`config.mk`:
```
export PLATFORM = sky130hd
export DESIGN_NAME = uart_flowctl
export DESIGN_NICKNAME = d
export VERILOG_FILES = /design/src/rtl/uart_fc_pkg.sv /design/src/rtl/uart_fc_cts_sync.sv /design/src/rtl/uart_fc_rts_ctl.sv /design/src/rtl/uart_fc_tx_gate.sv /design/src/rtl/uart_flowctl.sv
export SDC_FILE = /design/constraint.sdc
export NUM_CORES = 1
export LEC_CHECK = 0
export ABC_AREA = 1
export BUFFER_PORTS_ARGS = -buffer_cell sky130_fd_sc_hd__buf_2
export CAP_MARGIN = 15
export CORE_AREA = 2 2 39 41
export DETAILED_ROUTE_END_ITERATION = 8
export DIE_AREA = 0 0 41 43
export SYNTH_ARGS = -nofsm -noshare
export SYNTH_HDL_FRONTEND = slang
export SYNTH_SLANG_ARGS = --single-unit
```
`constraint.sdc`:
```
create_clock -name clk -period 1.2 [get_ports clk]
set_input_delay 0.3 -clock clk [delete_from_list [all_inputs] [get_ports clk]]
set_output_delay 0.3 -clock clk [all_outputs]
set_load 0.03 [all_outputs]
```
`src/rtl/uart_fc_pkg.sv`:
```
package uart_fc_pkg;

    typedef enum logic [0:0] {
        RTS_ASSERT  = 1'b0,
        RTS_RELEASE = 1'b1
    } rts_state_e;

    typedef enum logic [1:0] {
        TX_IDLE   = 2'd0,
        TX_LAUNCH = 2'd1,
        TX_ACTIVE = 2'd2
    } tx_state_e;

endpackage

```
`src/rtl/uart_fc_cts_sync.sv`:
```
module uart_fc_cts_sync #(
    parameter int STAGES = 2
) (
    input  logic clk,
    input  logic rst_n,
    input  logic cts_n,
    input  logic chg_clr,
    output logic cts_ok,
    output logic cts_chg
);
    logic [STAGES-1:0] sync_q;
    logic              last_q;
    logic              chg_q;
    logic              edge_seen;

    // synchronizer chain, resets to "not clear to send"
    always_ff @(posedge clk or negedge rst_n) begin
        if (!rst_n) begin
            sync_q <= '1;
            last_q <= 1'b1;
        end else begin
            sync_q <= {sync_q[STAGES-2:0], cts_n};
            last_q <= sync_q[STAGES-1];
        end
    end

    assign edge_seen = sync_q[STAGES-1] ^ last_q;

    // sticky change flag, a new edge wins over a clear in the same cycle
    always_ff @(posedge clk or negedge rst_n) begin
        if (!rst_n) chg_q <= 1'b0;
        else if (edge_seen) chg_q <= 1'b1;
        else if (chg_clr) chg_q <= 1'b0;
    end

    assign cts_ok  = ~sync_q[STAGES-1];
    assign cts_chg = chg_q;

    a_r10_sticky: assert property (@(posedge clk) disable iff (!rst_n)
        (cts_chg && !chg_clr) |=> cts_chg);

    a_r10_edge_sets: assert property (@(posedge clk) disable iff (!rst_n)
        !$stable(cts_ok) |=> cts_chg);

endmodule

```
`src/rtl/uart_fc_rts_ctl.sv`:
```
module uart_fc_rts_ctl
    import uart_fc_pkg::*;
#(
    parameter int CNT_W = 7,
    parameter int LVL_W = 4
) (
    input  logic             clk,
    input  logic             rst_n,
    input  logic             auto_en,
    input  logic             sw_assert,
    input  logic [LVL_W-1:0] trig,
    input  logic [CNT_W-1:0] rx_count,
    output logic             rts_n
);
    localparam int PAD = CNT_W - LVL_W;

    rts_state_e       state_q, state_d;
    logic [CNT_W-1:0] trig_ext;

    assign trig_ext = {{PAD{1'b0}}, trig};

    // state register
    always_ff @(posedge clk or negedge rst_n) begin
        if (!rst_n) state_q <= RTS_RELEASE;
        else        state_q <= state_d;
    end

    // next state
    always_comb begin
        state_d = state_q;
        if (!auto_en) begin
            state_d = sw_assert ? RTS_ASSERT : RTS_RELEASE;
        end else begin
            unique case (state_q)
                RTS_ASSERT:  if (rx_count == trig_ext) state_d = RTS_RELEASE;
                RTS_RELEASE: if (rx_count <  trig_ext) state_d = RTS_ASSERT;
                default:     state_d = RTS_RELEASE;
            endcase
        end
    end

    // outputs
    always_comb begin
        rts_n = (state_q == RTS_RELEASE);
    end

    a_r3_release_at_level: assert property (@(posedge clk) disable iff (!rst_n)
        (auto_en && !rts_n && rx_count == trig_ext) |=> rts_n);

    a_r2_hold_asserted: assert property (@(posedge clk) disable iff (!rst_n)
        (auto_en && !rts_n && rx_count != trig_ext) |=> !rts_n);

    a_r4_hold_released: assert property (@(posedge clk) disable iff (!rst_n)
        (auto_en && rts_n && rx_count >= trig_ext) |=> rts_n);

    a_r5_manual_follow: assert property (@(posedge clk) disable iff (!rst_n)
        !auto_en |=> (rts_n == !$past(sw_assert)));

endmodule

```
`src/rtl/uart_fc_tx_gate.sv`:
```
module uart_fc_tx_gate
    import uart_fc_pkg::*;
(
    input  logic clk,
    input  logic rst_n,
    input  logic auto_en,
    input  logic cts_ok,
    input  logic tx_pending,
    input  logic tx_done,
    output logic tx_start
);
    tx_state_e state_q, state_d;
    logic      may_send;

    assign may_send = cts_ok | ~auto_en;

    always_ff @(posedge clk or negedge rst_n) begin
        if (!rst_n) state_q <= TX_IDLE;
        else        state_q <= state_d;
    end

    always_comb begin
        state_d = state_q;
        unique case (state_q)
            TX_IDLE:   if (tx_pending && may_send) state_d = TX_LAUNCH;
            TX_LAUNCH: state_d = TX_ACTIVE;
            TX_ACTIVE: if (tx_done) state_d = TX_IDLE;
            default:   state_d = TX_IDLE;
        endcase
    end

    always_comb begin
        tx_start = (state_q == TX_LAUNCH);
    end

    a_r6_gated_by_cts: assert property (@(posedge clk) disable iff (!rst_n)
        tx_start |-> $past(cts_ok || !auto_en));

    a_r7_one_shot: assert property (@(posedge clk) disable iff (!rst_n)
        tx_start |=> !tx_start);

    a_r7_no_restart: assert property (@(posedge clk) disable iff (!rst_n)
        (state_q == TX_ACTIVE && !tx_done) |=> !tx_start);

endmodule

```
`src/rtl/uart_flowctl.sv`:
```
module uart_flowctl
    import uart_fc_pkg::*;
#(
    parameter int CNT_W       = 7,
    parameter int LVL_W       = 4,
    parameter int SYNC_STAGES = 2
) (
    input  logic             clk,
    input  logic             rst_n,
    input  logic             auto_rts_en,
    input  logic             auto_cts_en,
    input  logic             sw_rts,
    input  logic [LVL_W-1:0] rts_trig,
    input  logic [CNT_W-1:0] rx_count,
    output logic             rts_n,
    input  logic             cts_n,
    input  logic             cts_chg_clr,
    output logic             cts_asserted,
    output logic             cts_chg,
    input  logic             tx_pending,
    input  logic             tx_done,
    output logic             tx_start
);
    logic cts_ok;

    uart_fc_rts_ctl #(.CNT_W(CNT_W), .LVL_W(LVL_W)) u_rts (
        .clk       (clk),
        .rst_n     (rst_n),
        .auto_en   (auto_rts_en),
        .sw_assert (sw_rts),
        .trig      (rts_trig),
        .rx_count  (rx_count),
        .rts_n     (rts_n)
    );

    uart_fc_cts_sync #(.STAGES(SYNC_STAGES)) u_cts (
        .clk     (clk),
        .rst_n   (rst_n),
        .cts_n   (cts_n),
        .chg_clr (cts_chg_clr),
        .cts_ok  (cts_ok),
        .cts_chg (cts_chg)
    );

    uart_fc_tx_gate u_tx (
        .clk        (clk),
        .rst_n      (rst_n),
        .auto_en    (auto_cts_en),
        .cts_ok     (cts_ok),
        .tx_pending (tx_pending),
        .tx_done    (tx_done),
        .tx_start   (tx_start)
    );

    assign cts_asserted = cts_ok;

    a_r11_sync_level: assert property (@(posedge clk) disable iff (!rst_n)
        $stable(cts_n) |=> ##1 (cts_asserted == !$past(cts_n, 2)));

endmodule

```
==> summary by stage <==
Die
In this run the horizontal extent of the chip is 41 µm. In this run the count of I/O pins placed on the die edge is 24. The y dimension of the die is 43 µm. The core area is 1380 µm².

The starting utilization of the core area is 28.0%. The die area is 1760 µm². The number of standard-cell rows in the floorplan is 14.

Synthesis
The async set-or-reset flop fraction in the synthesized netlist is 100%. The post-synthesis net count is 70. Sorting the synthesized cells by area gives the leading types as sky130_fd_sc_hd__dfstp_2 27%, sky130_fd_sc_hd__dfrtp_1 19%, sky130_fd_sc_hd__ha_1 13%. The post-synthesis share of cell area spent on full adders, half adders and majority gates is 12.9%. After synthesis, the largest family of logic cells by area is simple AND/OR/NAND/NOR gates.

The synthesized netlist devotes 22.9% of its cell area to simple gates. Summed over all instances, the cell type with the most area after synthesis is sky130_fd_sc_hd__dfstp_2. The compound-cell area share of the yosys netlist is 7.10%. A synthesized cell averages 8.43 µm². For this run, the leading register cell type out of synthesis is sky130_fd_sc_hd__dfstp_2. The count of flip-flops with a built-in enable after synthesis is 0. The fraction of post-synthesis cell area in the top cell type by area is 27.1%. The Yosys step of the flow raised 0 warnings.

By count the netlist is led by 11 x sky130_fd_sc_hd__inv_1, 9 x sky130_fd_sc_hd__nand2_1, 5 x sky130_fd_sc_hd__nand3_1, 4 x sky130_fd_sc_hd__dfstp_2, 4 x sky130_fd_sc_hd__ha_1. The sequential area share after synthesis is 46.5%. The multiplexer fraction of the synthesized cell area is 0%. After technology mapping, the gate count stands at 46. The xor-xnor portion of the synthesized cell area is 0%. The number of different library cells used by synthesis comes to 13. The synthesized design contains 7 register bits. Yosys instantiated no cell more often than sky130_fd_sc_hd__inv_1. In this run the cell area of the synthesized design comes to 388 µm².

Global route
The total track usage is 11.8%. The overall overflow remaining after global route is 0. The via count of the first global-routing pass came to 389. The first-pass GRT wire length is 1.35 mm. The initial antenna violation count is 0. The maximum number of pins on one net before global-route repair is 8.

Placement
The total half-perimeter wirelength after legalization and detailed placement is 629 µm. The total placed cells including tap cells is 85. The cell area after placement is 523 µm². The congestion estimate from routability-driven global placement came to 0.645. During placement, the flow inserted port buffers numbering 23.

STA
The worst setup slack after layout is -0.0464 ns. The slew at the pin closest to its max-slew limit is 0.207 ns. The final clock period utilization by the worst path is 104%.

The clock arrives with 0.000608 ns of skew. Headroom to the max-slew limit came out at 86.1%. The final hold violation count was 0. Timing would allow up to 802 MHz. The worst slack on hold paths is 0.146 ns. The time the final worst path needs with I/O delays and setup is 1.25 ns. The final setup violation count is 2.

The total negative setup slack is -0.0556 ns. The total count of max-transition violations in the final report was 0. Setup repair after global routing could not meet its margin everywhere.

Route
The count of routing violations after the opening detailed-route iteration is 4. Using the TritonRoute via totals, the vias-per-cell ratio works out to 4.25. For this run, design rule violations remaining after detail routing come to 0. The number of iterations in the first detailed-routing pass is 3. In the final routed layout, each cell accounts on average for 8.41 µm.

The final layout contains routed wiring with a total length of 807 µm. Detailed routing inserted a total of 408 vias. The final antenna-violating net count is 0.

Finish
The number of nets in the layout is 105. The ratio of cells with drive above 1 in the final layout is 52.5%. The count of cells in the finished layout, fillers not included, comes to 96.

The antenna diode count is 0. The filler cell count in the final layout is 144. The layout overhead on the synthesized area is 64.2%. The final design area excluding fillers is 637 µm².

CTS
TritonCTS built the clock tree. For the worst-skew pair, the clock arrives at the later sink with an insertion delay of 0.25 ns. CTS built an H-tree with a depth of 1. The maximum buffer depth of the clock tree is 2. CTS saw 7 sinks. The clock-pin slew of the registers on the worst-case setup and hold paths is 0.05 ns. The number of buffers inserted during clock tree synthesis is 3. The root buffer cell is sky130_fd_sc_hd__clkbuf_4.

Power
The power after layout is 0.000718 W. Summed over all cells, the static leakage comes to 0.352 nW. The analysis attributes to net switching a power of 0.000208 W.

Of the total power, combinational logic draws 30.2%. Per report_power, the sequential group accounts for 40.1% of the total. VDD sags by at most 0.649 mV.

The relative contribution of the clock network to total power is 29.7%. In this run the power density over the cells is 1130 nW/µm². The fraction of power spent switching nets is 29.0%. The internal power of the cells totals 0.000510 W.

Setup path
The type of destination of the critical path is an output pin. The number of cells traversed by the worst register-to-register path is 6. The type of origin of the critical path is a flop.

The critical path is of the flop to output pin type. Along the worst path, the maximum fanout reaches 2. The signal arrival time at the worst endpoint is 0.95 ns. Data on the critical path is required at its endpoint by 0.90 ns.

Outcome
The checks that failed: setup timing. The flow ran to the end, but the final reports show violations.

Job
The max-cap check violation count is 0.

Worst hold path
The number of stages on the worst hold path is 1. The min-delay analysis places its worst path in the category input pin to flop.
-- per-layer routing --
metal / track usage, % / vias up / part of all wire [%] / routed length, µm
met3: 6.28 / 2 / 11 / 87
met5: 0 / - / 0 / 0
met4: 6.00 / 0 / 1.4 / 11
met2: 19.1 / 19 / 48 / 388
li1: - / 211 / - / -
met1: 11.4 / 176 / 40 / 320
-- layout by cell type, fill, tap and decap left out, drive strengths merged, types with 2 or more instances in the layout --
| cell | Yosys | layout |
|---|---|---|
| dfstp | 4 | 4 |
| nor2 | 4 | 4 |
| dfrtp | 3 | 3 |
| buf | 0 | 29 |
| clkbuf | 0 | 4 |
| ha | 4 | 4 |
| nand2 | 9 | 9 |
| inv | 11 | 11 |
| o21bai | 2 | 2 |
| nand3 | 5 | 5 |
-- layout make-up --
| type | instances | area (µm²) | area share (%) |
|---|---|---|---|
| Timing Repair Buffer | 30 | 193 | 30.3 |
| Multi-Input combinational cell | 28 | 176 | 27.7 |
| Clock buffer | 4 | 26.3 | 4.13 |
| Inverter | 11 | 41.3 | 6.48 |
| Tap cell | 16 | 20.0 | 3.14 |
| Sequential cell | 7 | 180 | 28.3 |
-- worst paths after layout --
| check | start | end | slack [ns] |
|---|---|---|---|
| worst max-delay path | u_cts.sync_q[1]$_DFF_PN1_ | cts_asserted | -0.05 |
| worst min-delay path | cts_n | u_cts.sync_q[0]$_DFF_PN1_ | 0.15 |
| worst max register to register | u_cts.sync_q[1]$_DFF_PN1_ | u_cts.cts_chg$_DFFE_PN0P_ | 0.05 |
| worst min register to register | u_cts.sync_q[0]$_DFF_PN1_ | u_cts.sync_q[1]$_DFF_PN1_ | 0.36 |
| max in group asynchronous | rst_n | u_cts.sync_q[1]$_DFF_PN1_ | 0.57 |
| min in group asynchronous | rst_n | u_cts.cts_chg$_DFFE_PN0P_ | 0.41 |
-- worst max-delay path: stages, from the launching register on --
cell,delay [ns]
sky130_fd_sc_hd__dfstp_2,0.53
sky130_fd_sc_hd__inv_2,0.04
sky130_fd_sc_hd__buf_6,0.13
-- registers in the layout, indices dropped and copies added (netlist names) --
| signal | flops |
|---|---|
| u_cts.sync_q | 2 |
| u_tx.state_q | 2 |
| u_rts.rts_n | 1 |
| u_cts.cts_chg | 1 |
| u_cts.last_q | 1 |
-- power groups by stage --
stage	clock network, W	registers [W]	logic, W
floorplan	0	0.000299	0.0000803
global placement	0	0.000287	0.000150
detailed placement	0	0.000288	0.000155
CTS	0.000220	0.000288	0.000215
global route	0.000243	0.000291	0.000241
finish	0.000213	0.000288	0.000217
-- logic make-up (layout without fill, tap and decap cells) --
| kind of cell | after synthesis | in the layout |
|---|---|---|
| AOI/OAI and AO/OA | 4 | 4 |
| buffers and inverters | 11 | 45 |
| DFF | 7 | 7 |
| adders and majority gates | 4 | 4 |
| and+or+nand+nor | 20 | 20 |
-- stage by stage --
step,utilization [%],worst slack [ns]
final,46.0,-0.0464
after global routing,46.0,-0.0862
after CTS,45.0,-0.0505
after detailed placement,37.8,-0.0266
after global placement,37.8,-0.0236
after floorplan,-,0.0859
-- repair_timing --
action                                 4_1_cts  5_1_grt
setup buffers                                5        1
hold buffers                                 1        0
pin swaps                                    1        0
endpoints found under the hold margin        3        0
setup endpoints to repair                    3        3
resized for setup                           10        3
No activity file was read; power rests on OpenSTA's default activity.
